--- src/rtl/cr_pkg.sv ---
`timescale 1ns/1ps
package cr_pkg;
    localparam int DEV_W   = 5;
    localparam int REG_W   = 16;
    localparam int VAL_W   = 16;
    localparam int BUS_AW  = 12;
    localparam int BUS_DW  = 32;
    localparam int WIN_W   = 9;
    localparam int PAGE_W  = REG_W - WIN_W;

    localparam logic [BUS_AW-1:0] PAGE_SEL_OFF = 12'h800;
    localparam logic [REG_W-1:0]  IND_CTL = 16'h80A0;
    localparam logic [REG_W-1:0]  IND_ADR = 16'h80A1;
    localparam logic [REG_W-1:0]  IND_DAT = 16'h80A2;
    localparam int CTL_BUSY_BIT  = 0;
    localparam int CTL_START_BIT = 0;
    localparam int CTL_WRITE_BIT = 1;

    typedef enum logic [1:0] {SEL_CTL, SEL_ADR, SEL_DAT} ind_sel_e;

    typedef struct packed {
        logic             we;
        ind_sel_e         sel;
        logic [VAL_W-1:0] wdata;
    } win_op_t;

    typedef enum logic [3:0] {
        S_IDLE, S_PRE_POLL, S_PRE_GAP, S_SET_ADR, S_SET_DAT,
        S_GO, S_POST_POLL, S_POST_GAP, S_GET, S_RESP
    } seq_state_e;

    function automatic logic [REG_W-1:0] ind_reg(ind_sel_e s);
        case (s)
            SEL_ADR: ind_reg = IND_ADR;
            SEL_DAT: ind_reg = IND_DAT;
            default: ind_reg = IND_CTL;
        endcase
    endfunction

    function automatic logic [BUS_DW-1:0] page_word(logic [DEV_W-1:0] dev,
                                                    logic [REG_W-1:0] a);
        page_word = '0;
        page_word[PAGE_W +: DEV_W] = dev;
        page_word[PAGE_W-1:0]      = a[REG_W-1:WIN_W];
    endfunction

    function automatic logic [BUS_AW-1:0] window_off(logic [REG_W-1:0] a);
        window_off = '0;
        window_off[WIN_W+1:2] = a[WIN_W-1:0];
    endfunction
endpackage

--- src/rtl/cr_gap_timer.sv ---
`timescale 1ns/1ps
module cr_gap_timer #(
    parameter int W = 8
) (
    input  logic         clk,
    input  logic         rst,
    input  logic         load,
    input  logic [W-1:0] load_val,
    output logic         expired
);
    logic [W-1:0] cnt;

    always_ff @(posedge clk) begin
        if (rst)             cnt <= '0;
        else if (load)       cnt <= load_val;
        else if (cnt != '0)  cnt <= cnt - 1'b1;
    end

    assign expired = (cnt == '0);
endmodule

--- src/rtl/cr_win_port.sv ---
`timescale 1ns/1ps
module cr_win_port import cr_pkg::*; (
    input  logic              clk,
    input  logic              rst,
    input  logic              op_start,
    input  win_op_t           op,
    input  logic [DEV_W-1:0]  op_dev,
    output logic              op_done,
    output logic [VAL_W-1:0]  op_rdata,
    output logic              bus_req,
    output logic              bus_we,
    output logic [BUS_AW-1:0] bus_addr,
    output logic [BUS_DW-1:0] bus_wdata,
    input  logic [BUS_DW-1:0] bus_rdata,
    input  logic              bus_ack
);
    typedef enum logic [1:0] {WP_IDLE, WP_PAGE, WP_WIN} wp_state_e;

    wp_state_e        st;
    win_op_t          op_q;
    logic [DEV_W-1:0] dev_q;
    logic [REG_W-1:0] tgt;
    logic             unused_rdata_hi;

    always_ff @(posedge clk) begin
        if (rst) begin
            st    <= WP_IDLE;
            op_q  <= '0;
            dev_q <= '0;
        end else begin
            case (st)
                WP_IDLE: if (op_start) begin
                    op_q  <= op;
                    dev_q <= op_dev;
                    st    <= WP_PAGE;
                end
                WP_PAGE: if (bus_ack) st <= WP_WIN;
                WP_WIN:  if (bus_ack) st <= WP_IDLE;
                default: st <= WP_IDLE;
            endcase
        end
    end

    assign tgt = ind_reg(op_q.sel);

    always_comb begin
        bus_req   = (st != WP_IDLE);
        bus_we    = 1'b0;
        bus_addr  = '0;
        bus_wdata = '0;
        if (st == WP_PAGE) begin
            bus_we    = 1'b1;
            bus_addr  = PAGE_SEL_OFF;
            bus_wdata = page_word(dev_q, tgt);
        end else if (st == WP_WIN) begin
            bus_we    = op_q.we;
            bus_addr  = window_off(tgt);
            bus_wdata = BUS_DW'(op_q.wdata);
        end
    end

    assign op_done         = (st == WP_WIN) && bus_ack;
    assign op_rdata        = bus_rdata[VAL_W-1:0];
    assign unused_rdata_hi = ^bus_rdata[BUS_DW-1:VAL_W];
endmodule

--- src/rtl/cr_sequencer.sv ---
`timescale 1ns/1ps
module cr_sequencer import cr_pkg::*; #(
    parameter int POLL_LIMIT = 16,
    parameter int GAP_W      = 8
) (
    input  logic             clk,
    input  logic             rst,
    input  logic             cmd_valid,
    output logic             cmd_ready,
    input  logic [DEV_W-1:0] cmd_dev,
    input  logic [REG_W-1:0] cmd_addr,
    input  logic             cmd_write,
    input  logic [VAL_W-1:0] cmd_wdata,
    input  logic [GAP_W-1:0] cfg_poll_gap,
    output logic             rsp_valid,
    output logic [VAL_W-1:0] rsp_data,
    output logic             rsp_timeout,
    output logic             op_start,
    output win_op_t          op,
    output logic [DEV_W-1:0] op_dev,
    input  logic             op_done,
    input  logic [VAL_W-1:0] op_rdata,
    output logic             gap_load,
    output logic [GAP_W-1:0] gap_val,
    input  logic             gap_expired
);
    localparam int PC_W = $clog2(POLL_LIMIT + 1);

    seq_state_e       st;
    logic             inflight;
    logic [REG_W-1:0] addr_q;
    logic             wr_q;
    logic [VAL_W-1:0] wd_q;
    logic [PC_W-1:0]  polls;
    logic             to_q;
    logic             issue;
    logic             in_poll;
    logic             busy_seen;
    logic             poll_last;
    logic [VAL_W-1:0] ctl_word;

    always_comb begin
        ctl_word = '0;
        ctl_word[CTL_START_BIT] = 1'b1;
        ctl_word[CTL_WRITE_BIT] = wr_q;
    end

    always_comb begin
        issue    = 1'b1;
        op.we    = 1'b0;
        op.sel   = SEL_CTL;
        op.wdata = '0;
        case (st)
            S_PRE_POLL, S_POST_POLL: op.sel = SEL_CTL;
            S_SET_ADR: begin op.we = 1'b1; op.sel = SEL_ADR; op.wdata = VAL_W'(addr_q); end
            S_SET_DAT: begin op.we = 1'b1; op.sel = SEL_DAT; op.wdata = wd_q; end
            S_GO:      begin op.we = 1'b1; op.sel = SEL_CTL; op.wdata = ctl_word; end
            S_GET:     op.sel = SEL_DAT;
            default:   issue = 1'b0;
        endcase
    end

    assign op_start  = issue && !inflight;
    assign in_poll   = (st == S_PRE_POLL) || (st == S_POST_POLL);
    assign busy_seen = op_rdata[CTL_BUSY_BIT];
    assign poll_last = (polls == PC_W'(POLL_LIMIT - 1));
    assign gap_load  = op_done && in_poll && busy_seen && !poll_last;
    assign gap_val   = cfg_poll_gap;

    always_ff @(posedge clk) begin
        if (rst) begin
            st       <= S_IDLE;
            inflight <= 1'b0;
            op_dev   <= '0;
            addr_q   <= '0;
            wr_q     <= 1'b0;
            wd_q     <= '0;
            polls    <= '0;
            to_q     <= 1'b0;
            rsp_data <= '0;
        end else begin
            if (op_start) inflight <= 1'b1;
            if (op_done)  inflight <= 1'b0;
            case (st)
                S_IDLE: if (cmd_valid) begin
                    op_dev <= cmd_dev;
                    addr_q <= cmd_addr;
                    wr_q   <= cmd_write;
                    wd_q   <= cmd_wdata;
                    polls  <= '0;
                    to_q   <= 1'b0;
                    st     <= S_PRE_POLL;
                end
                S_PRE_POLL, S_POST_POLL: if (op_done) begin
                    if (!busy_seen) begin
                        polls <= '0;
                        st    <= (st == S_PRE_POLL) ? S_SET_ADR : S_GET;
                    end else if (poll_last) begin
                        to_q     <= 1'b1;
                        rsp_data <= '0;
                        st       <= S_RESP;
                    end else begin
                        polls <= polls + 1'b1;
                        st    <= (st == S_PRE_POLL) ? S_PRE_GAP : S_POST_GAP;
                    end
                end
                S_PRE_GAP:  if (gap_expired) st <= S_PRE_POLL;
                S_POST_GAP: if (gap_expired) st <= S_POST_POLL;
                S_SET_ADR:  if (op_done) st <= wr_q ? S_SET_DAT : S_GO;
                S_SET_DAT:  if (op_done) st <= S_GO;
                S_GO: if (op_done) begin
                    if (wr_q) begin
                        rsp_data <= '0;
                        st       <= S_RESP;
                    end else begin
                        st <= S_POST_POLL;
                    end
                end
                S_GET: if (op_done) begin
                    rsp_data <= op_rdata;
                    st       <= S_RESP;
                end
                S_RESP:  st <= S_IDLE;
                default: st <= S_IDLE;
            endcase
        end
    end

    assign cmd_ready   = (st == S_IDLE);
    assign rsp_valid   = (st == S_RESP);
    assign rsp_timeout = (st == S_RESP) && to_q;
endmodule

--- src/rtl/serdes_cr_master.sv ---
`timescale 1ns/1ps
module serdes_cr_master import cr_pkg::*; #(
    parameter int POLL_LIMIT = 16,
    parameter int GAP_W      = 8
) (
    input  logic              clk,
    input  logic              rst,
    input  logic              cmd_valid,
    output logic              cmd_ready,
    input  logic [DEV_W-1:0]  cmd_dev,
    input  logic [REG_W-1:0]  cmd_addr,
    input  logic              cmd_write,
    input  logic [VAL_W-1:0]  cmd_wdata,
    input  logic [GAP_W-1:0]  cfg_poll_gap,
    output logic              rsp_valid,
    output logic [VAL_W-1:0]  rsp_data,
    output logic              rsp_timeout,
    output logic              bus_req,
    output logic              bus_we,
    output logic [BUS_AW-1:0] bus_addr,
    output logic [BUS_DW-1:0] bus_wdata,
    input  logic [BUS_DW-1:0] bus_rdata,
    input  logic              bus_ack
);
    logic             op_start;
    win_op_t          op;
    logic [DEV_W-1:0] op_dev;
    logic             op_done;
    logic [VAL_W-1:0] op_rdata;
    logic             gap_load;
    logic [GAP_W-1:0] gap_val;
    logic             gap_expired;

    cr_sequencer #(.POLL_LIMIT(POLL_LIMIT), .GAP_W(GAP_W)) u_seq (
        .clk(clk), .rst(rst),
        .cmd_valid(cmd_valid), .cmd_ready(cmd_ready),
        .cmd_dev(cmd_dev), .cmd_addr(cmd_addr),
        .cmd_write(cmd_write), .cmd_wdata(cmd_wdata),
        .cfg_poll_gap(cfg_poll_gap),
        .rsp_valid(rsp_valid), .rsp_data(rsp_data), .rsp_timeout(rsp_timeout),
        .op_start(op_start), .op(op), .op_dev(op_dev),
        .op_done(op_done), .op_rdata(op_rdata),
        .gap_load(gap_load), .gap_val(gap_val), .gap_expired(gap_expired)
    );

    cr_win_port u_win (
        .clk(clk), .rst(rst),
        .op_start(op_start), .op(op), .op_dev(op_dev),
        .op_done(op_done), .op_rdata(op_rdata),
        .bus_req(bus_req), .bus_we(bus_we), .bus_addr(bus_addr),
        .bus_wdata(bus_wdata), .bus_rdata(bus_rdata), .bus_ack(bus_ack)
    );

    cr_gap_timer #(.W(GAP_W)) u_gap (
        .clk(clk), .rst(rst),
        .load(gap_load), .load_val(gap_val), .expired(gap_expired)
    );
endmodule

--- config.mk ---
export PLATFORM = sky130hd
export DESIGN_NAME = serdes_cr_master
export DESIGN_NICKNAME = d
export VERILOG_FILES = /design/src/rtl/cr_pkg.sv /design/src/rtl/cr_gap_timer.sv /design/src/rtl/cr_win_port.sv /design/src/rtl/cr_sequencer.sv /design/src/rtl/serdes_cr_master.sv
export SDC_FILE = /design/constraint.sdc
export NUM_CORES = 1
export LEC_CHECK = 0
export BUFFER_PORTS_ARGS = -buffer_cell sky130_fd_sc_hd__clkbuf_2
export CORE_MARGIN = 10
export CORE_UTILIZATION = 52
export CTS_CLUSTER_DIAMETER = 50
export CTS_CLUSTER_SIZE = 14
export DETAILED_ROUTE_END_ITERATION = 8
export GPL_TIMING_DRIVEN = 1
export PLACE_DENSITY = 0.8
export SKIP_CTS_REPAIR_TIMING = 1
export SLEW_MARGIN = 40
export SYNTH_ARGS = -nofsm -noshare
export SYNTH_HDL_FRONTEND = slang
export SYNTH_HIERARCHICAL = 1
export SYNTH_SLANG_ARGS = --single-unit
--- constraint.sdc ---
create_clock -name clk -period 2.4 [get_ports clk]
set_clock_uncertainty 0.1 [all_clocks]
set_input_delay 0.48 -clock clk [delete_from_list [all_inputs] [get_ports clk]]
set_output_delay 0.48 -clock clk [all_outputs]
set_load 0.01 [all_outputs]
# Word-level counts from Yosys, hierarchy flattened
# Index checks and enable logic that the tools add are counted.
[totals]
regBits = 99
in_bits = 82
output_inout_bits = 65
wordCells = 124
[classes]
add_sub_neg = 2
eq_ne = 29
mux = 49
reduce_logical = 29
[ops]
columns = ["cell", "count"]
rows = [
  ["$mux W16", 7],
  ["$pmux W16 S3", 2],
  ["$mux W4", 12],
  ["$mux W32", 1],
  ["$pmux W4 S8", 1],
  ["$mux W5", 4],
  ["$eq A4 B3 Y1 const B", 4],
  ["$mux W8", 2],
  ["$ne A2 B1 Y1 const B", 7],
  ["$ne A2 B2 Y1 const B", 7],
  ["$mux W12", 1],
  ["$mux W10", 1],
  ["$pmux W5 S2", 1],
  ["$mux W1", 9],
  ["$eq A4 B2 Y1 const B", 2],
  ["$eq A4 B4 Y1 const B", 2],
  ["$logic_not A8 Y1", 1],
  ["$pmux W2 S2", 2],
  ["$reduce_and A8 Y1", 1],
  ["$reduce_bool A8 Y1", 1],
  ["$sub A8 B1 Y8 const B", 1],
  ["$reduce_and A7 Y1", 1],
  ["$logic_and A1 B1 Y1", 6],
  ["$mux W2", 3],
  ["other kinds (22)", 30],
]

# Depth between registers and ports, before layout
# Gate-level depths: netlist (run 1).
[logic_depth]
ltp_word = 6
ltp_mapped = 10
ltp_nobuf = 9

# Hierarchy
# The synthesis (run 1) kept the hierarchy.
[by_module_without_submodules]
columns = ["module", "instances", "cells_per_inst", "area_each_um2", "seq_area_each_um2"]
rows = [
  ["cr_sequencer", 1, 359, 3021.6, 1301.2],
  ["cr_win_port", 1, 179, 1650.3, 520.5],
  ["cr_gap_timer", 1, 53, 475.5, 160.2],
]

# Least setup slack after synthesis (run 1)
# No wires, ideal clock.
[synth_timing]
kind = "register to register"
startpoint = "register u_win.st[1]"
endpoint = "register u_seq.polls[2]"
setup_ns = 0.122
t_arrival_ns = 1.921
required_ns = 2.178
slack_ns = 0.257
stages_incl_launch_ff = 8
path_buffers = 1
period_less_slack_ns = 2.143
cell_sequence = "dfxtp_1 nor2b_1 buf_2 and2_1 o31ai_2 a221oi_4 nand2_2 a311o_1"
[synth_between]
elab_chain_len = 4
[synth_rtl]
columns = ["element", "line", "rtl"]
rows = [
  ["start, declared", "cr_win_port.sv:19", "wp_state_e st;"],
  ["start signal, assigned", "cr_win_port.sv:27", "st <= WP_IDLE;"],
  ["start signal, assigned", "cr_win_port.sv:35", "st <= WP_PAGE;"],
  ["start signal, assigned", "cr_win_port.sv:37", "WP_PAGE: if (bus_ack) st <= WP_WIN;"],
  ["$eq A2 B2 Y1", "cr_win_port.sv:62", "assign op_done = (st == WP_WIN) && bus_ack;"],
  ["$logic_and A1 B1 Y1", "cr_win_port.sv:62", ""],
  ["net op_done", "serdes_cr_master.sv:28", "logic op_done;"],
  ["$ne A2 B1 Y1 (no source line)", "n/a", ""],
  ["$reduce_and A4 Y1 (no source line)", "n/a", ""],
  ["end signal, assigned", "cr_sequencer.sv:103", "polls <= polls + 1'b1;"],
  ["end, declared", "cr_sequencer.sv:34", "logic [PC_W-1:0] polls;"],
]
# The timed path passes the listed nets, and every way through them passes these cells.
# A chain may end at the register's enable or synchronous reset.

# Final worst setup path (run 1)
[layout_timing]
startpoint = "register u_seq.st[2]"
endpoint = "output rsp_timeout"
[layout_between]
elab_chain_len = 2
[layout_rtl]
columns = ["element", "line", "rtl"]
rows = [
  ["start, declared", "cr_sequencer.sv:29", "seq_state_e st;"],
  ["start signal, assigned", "cr_sequencer.sv:97", "st <= (st == S_PRE_POLL) ? S_SET_ADR : S_GET;"],
  ["start signal, assigned", "cr_sequencer.sv:104", "st <= (st == S_PRE_POLL) ? S_PRE_GAP : S_POST_GAP;"],
  ["start signal, assigned", "cr_sequencer.sv:109", "S_SET_ADR: if (op_done) st <= wr_q ? S_SET_DAT : S_GO;"],
  ["$eq A4 B4 Y1", "cr_sequencer.sv:131", "assign rsp_timeout = (st == S_RESP) && to_q;"],
  ["$logic_and A1 B1 Y1", "cr_sequencer.sv:131", ""],
  ["end, declared", "serdes_cr_master.sv:17", "output logic rsp_timeout,"],
]
# Every way passes these cells.

==> results of run 1 <==
-- worst min-delay path, stage by stage --
cell	delay [ps]
clkbuf_2	80
nand2_1	40
a21oi_1	50
-- metrics by stage --
stage / setup WS [ps] / std cells / total power, uW / instance area, um^2
after CTS: 33.1 / 801 / 5250 / 5680
after floorplan: 257 / 613 / 3910 / 5230
after global routing: 50.1 / 801 / 5580 / 5680
final: 141 / 801 / 5230 / 5680
after detailed placement: 145 / 785 / 4270 / 5500
after global placement: 217 / 785 / 4190 / 5490
-- registers in the layout (all words and copies together), names as in the netlist --
signal	cells
u_gap/cnt	8
u_seq/addr_q	16
u_seq/inflight	1
u_seq/op_dev	5
u_seq/polls	5
u_seq/rsp_data	16
u_seq/st	4
u_seq/to_q	1
u_seq/wd_q	16
u_seq/wr_q	1
u_win/dev_q	5
u_win/op_q	19
u_win/st	2
-- cell families (layout without fill, tap and decap cells) --
group / after synthesis / in the layout / share of synthesized area
other: 1 / 23 / 0.000729
DFF: 99 / 99 / 0.385
and+or+nand+nor: 228 / 228 / 0.237
muxes: 28 / 28 / 0.0547
adders and majority gates: 3 / 3 / 0.00729
buffers and inverters: 100 / 155 / 0.127
xor gates and xnor gates: 6 / 6 / 0.0102
AOI/OAI and AO/OA: 126 / 126 / 0.178
-- final timing paths --
check	from	endpoint	slack, ps	cells past startpoint
max	u_seq/st[2]$_SDFFE_PP0P_	rsp_timeout	140	5
min	cmd_addr[12]	u_seq/addr_q[12]$_SDFFE_PP0P_	210	3
max reg2reg	u_gap/cnt[0]$_SDFFE_PP0P_	u_seq/st[2]$_SDFFE_PP0P_	160	7
min reg2reg	u_seq/addr_q[7]$_SDFFE_PP0P_	u_seq/addr_q[7]$_SDFFE_PP0P_	360	2
-- layout make-up --
cell class,count,area [um^2]
fill,900,4050
multi-input combinational,414,2610
sequential,99,1990
timing repair buffer,127,698
tap,133,166
clock buffer,10,128
clock inverter,6,47.5
inverter,12,45.0
-- cells in the final DEF, fill, tap and decap left out, types with 3 or more instances in the layout --
cell type,n
mux2i_1,27
and3_1,6
nor2b_1,6
nor3_1,7
xnor2_1,5
inv_1,12
ha_1,3
o22ai_1,3
and2_1,13
nand2b_1,49
clkbuf_8,9
clkbuf_2,106
nand2_1,96
o32ai_1,4
nor2_1,15
a211oi_1,3
dfxtp_2,3
a21oi_1,50
buf_4,19
and3b_1,3
nand3_1,6
a22o_1,35
conb_1,23
o21ai_0,6
dfxtp_1,96
-- report_power, final --
group          total (uW)  switching, uW  internal, uW
clock network         979            592           387
registers            2150            250          1900
logic                2100           1190           917
-- layer usage --
layer / up-vias / wire length, um / global-route usage
met5: - / 0 / 0
met4: 0 / 113 / 0.0513
met3: 10 / 985 / 0.0563
met2: 147 / 5440 / 0.242
met1: 1922 / 5740 / 0.215
li1: 2098 / - / -
==> results_dict.tcl, run 1 <==
set metrics [dict create \
    cts_sinks 99 \
    finalHoldViolations 0 \
    antenna_found_initial 0 \
    holdWs_ps 213 \
    clock_path_buffers 2 \
    setup_viol 0 \
    dpl.hpwl_mm 9.23 \
    path_cells "buf_4 -> nor2_1 -> and3_1 -> and2_1 -> clkbuf_2" \
    worstPathRequired_ps 1820 \
    clkLatencyLatePin_ps 370 \
    status "completed" \
    grt_overflow 0 \
    yosysTopAreaCell "dfxtp_1" \
    routed_wl_mm 12.3 \
    hp-class "in -> reg" \
    nets 748 \
    n_antenna_cell 0 \
    synth_most_common_cell "dfxtp_1" \
    cts_htree_levels 3 \
    synth_edf_count 0 \
    synthesis.instances 591 \
    p_per_area_nw_per_um2 920 \
    num_vias 4177 \
    synth_warnings 6 \
    ant_nets 0 \
    tightest_slew_ps 666 \
    cts_tree "yes" \
    grt_usage 0.162 \
    numCtsBuffers 9 \
    routedWlPerCell_um 15.3 \
    cp_top_family "simple AND/OR/NAND/NOR gates" \
    layout-drive-gt1-share 0.247 \
    initial_core_util 0.529 \
    criticalPathCategory "reg -> out" \
    place_congestion 0.895 \
    num_rows 36 \
    ys_top_cells_by_area "dfxtp_1 (39%), buf_4 (7.4%), nand2_1 (7.0%)" \
    critPathSlowestCell "dfxtp_2" \
    clk_pin_slew_ps 100 \
    grt_max_degree 50 \
    fp.dieW_um 119 \
    period_minus_slack_ps 2260 \
    post-route-drc-count 0 \
    yosys.area.top_type_share 0.385 \
    synth_seq_area_share 0.385 \
    drt-pass1-iter-count 5 \
    grt_pass1_wl_mm 19.5 \
    cap_violations 0 \
    max_slew_margin 0.556 \
    ys.flop_type "dfxtp_1" \
    setup.worst_path.end_class "output port" \
    synth_common_cells "dfxtp_1 (99), nand2_1 (96), buf_4 (51), a21oi_1 (50), nand2b_1 (49)" \
    grt_pass1_vias 4104 \
    die_h_um 119 \
    crit_path_max_incr_delay_ps 390 \
    postSynth.asyncResetShare 0 \
    leakagePower_uw 0.00241 \
    cts_root_buf "clkbuf_8" \
    layout-area-overhead-vs-synth_pct 10.4 \
    worst-path-buf-inv 2 \
    critPathLaunchType "register" \
    final_util 0.584 \
    core_area_um2 9730 \
    ioPinCount 147 \
    drt_iter0_drc 221 \
    die_area_um2 14300 \
    rsz0062_at_grt "false" \
    avgSynthCellArea_um2 8.71 \
    crit_arrival_ps 1680 \
    ys_types 69 \
    fmax_mhz 443 \
    period_share 0.941 \
    portBuffers 107 \
    netlist_area_um2 5150 \
    crit_fanout 12 \
    synth_seq_cells 99 \
    tns_ps 0 \
    routed_via_density 5.21 \
    peakVddDrop_mv 0.367 \
    drv_slew 0 \
]
No activity file was read; power rests on OpenSTA's default activity.
==> run 2: changes to the inputs <==
--- a/config.mk
+++ b/config.mk
@@ -13,6 +13,7 @@
 export DETAILED_ROUTE_END_ITERATION = 8
 export GPL_TIMING_DRIVEN = 1
 export PLACE_DENSITY = 0.8
+export REMOVE_ABC_BUFFERS = 1
 export SKIP_CTS_REPAIR_TIMING = 1
 export SLEW_MARGIN = 40
 export SYNTH_ARGS = -nofsm -noshare
==> results_dict.tcl, run 2 (synthesis gave the netlist of run 1 again) <==
set metrics [dict create \
    regMostFlops "u_win/op_q" \
    seq_area_um2 1980 \
    setup_viol 0 \
    worstPathRequired_ps 2570 \
    rsz0062_at_grt "false" \
    hp-class "in -> reg" \
    post-route-drc-count 0 \
    ant_nets 0 \
    initial_core_util 0.529 \
    p_per_area_nw_per_um2 929 \
    fmax_mhz 435 \
    max_slew_margin 0.537 \
    holdPathStages 3 \
    crit_fanout 8 \
    grt_overflow 0 \
    routed_via_density 5.19 \
    r2r_cells 6 \
    fillers 880 \
    finalHoldViolations 0 \
    clk_pin_slew_ps 110 \
    cts_htree_levels 3 \
    die_h_um 119 \
    period_minus_slack_ps 2300 \
    drt-pass1-iter-count 4 \
    layout-area-overhead-vs-synth_pct 11.9 \
    cts_root_buf "clkbuf_8" \
    die_area_um2 14300 \
    largest_reg_flops 19 \
    layout-drive-gt1-share 0.256 \
    clkLatencyLatePin_ps 370 \
    antenna_found_initial 1 \
    core_area_um2 9730 \
    critPathLaunchType "register" \
    cts_sinks 99 \
    layout_commonest_cell "clkbuf_2" \
    stdcell_count 807 \
    grt_pass1_wl_mm 20.4 \
    drt_iter0_drc 189 \
    dpl.hpwl_mm 8.75 \
    status "completed" \
    grt_pass1_vias 4335 \
    num_vias 4189 \
    leakagePower_uw 0.00244 \
    drv_slew 0 \
    tightest_slew_ps 692 \
    dp_cells 787 \
    routed_wl_mm 12.2 \
    fp.dieW_um 119 \
    grt_max_degree 81 \
    cts_tree "yes" \
    criticalPathCategory "reg -> reg" \
    final_cell_mix "clkbuf_2 (106), dfxtp_1 (98), nand2_1 (96)" \
    numCtsBuffers 9 \
    portBuffers 107 \
    num_rows 36 \
    routedWlPerCell_um 15.1 \
    multiInputGateArea_um2 2620 \
    place_congestion 0.904 \
    tns_ps 0 \
    clock_path_buffers 2 \
    crit_arrival_ps 2470 \
    period_share 0.957 \
    ioPinCount 147 \
    peakVddDrop_mv 0.410 \
    setup.worst_path.end_class "register" \
    nets 753 \
    cap_violations 0 \
    grt_usage 0.167 \
]
## run 2: per-stage QoR
step                worst slack (ps)   util  area (um^2)  power (uW)  hold slack, ps
floorplan                       -773      -         4620        3600             327
global placement                 161  0.567         5520        4230             342
detailed placement              41.5  0.568         5530        4330             347
CTS                             5.05  0.588         5720        5380             194
global route                    8.65  0.592         5760        5710             193
finish                           103  0.592         5760        5350             212
## run 2: cell type report
class | instances | share of cell area
Sequential cell | 99 | 0.344
Multi-Input combinational cell | 414 | 0.455
Clock inverter | 7 | 0.0117
Tap cell | 133 | 0.0289
Inverter | 12 | 0.00847
Clock buffer | 9 | 0.0215
Timing Repair Buffer | 132 | 0.130
Antenna cell | 1 | 0.000434
## run 2: worst paths after layout
check / from / end / slack [ps]
worst min-delay path: cmd_wdata[4] / u_seq/wd_q[4]$_SDFFE_PP0P_ / 210
worst max register to register: u_win/st[1]$_SDFFE_PP0P_ / u_seq/polls[2]$_SDFFE_PP0P_ / 100
worst min register to register: u_seq/wd_q[14]$_SDFFE_PP0P_ / u_seq/wd_q[14]$_SDFFE_PP0P_ / 360
worst max-delay path: u_win/st[1]$_SDFFE_PP0P_ / u_seq/polls[2]$_SDFFE_PP0P_ / 100
## run 2: metal layers
layer,up-vias,wire (um),track usage
met5,-,0,0
met4,0,190,0.0626
met3,17,1070,0.0628
met2,147,5650,0.267
met1,1923,5260,0.202
li1,2102,-,-
## run 2: where the power goes
group          internal, uW  switching (uW)
registers              1890             227
clock network           405             651
logic                   950            1220
total                  3250            2100
## run 2: critical path, stage by stage, from the launching register on
cell and delay, ps:
dfxtp_1 470, nor2b_1 200, and2_1 380, o31ai_2 130, a221oi_4 400, nand2_2 150
a311o_1 370
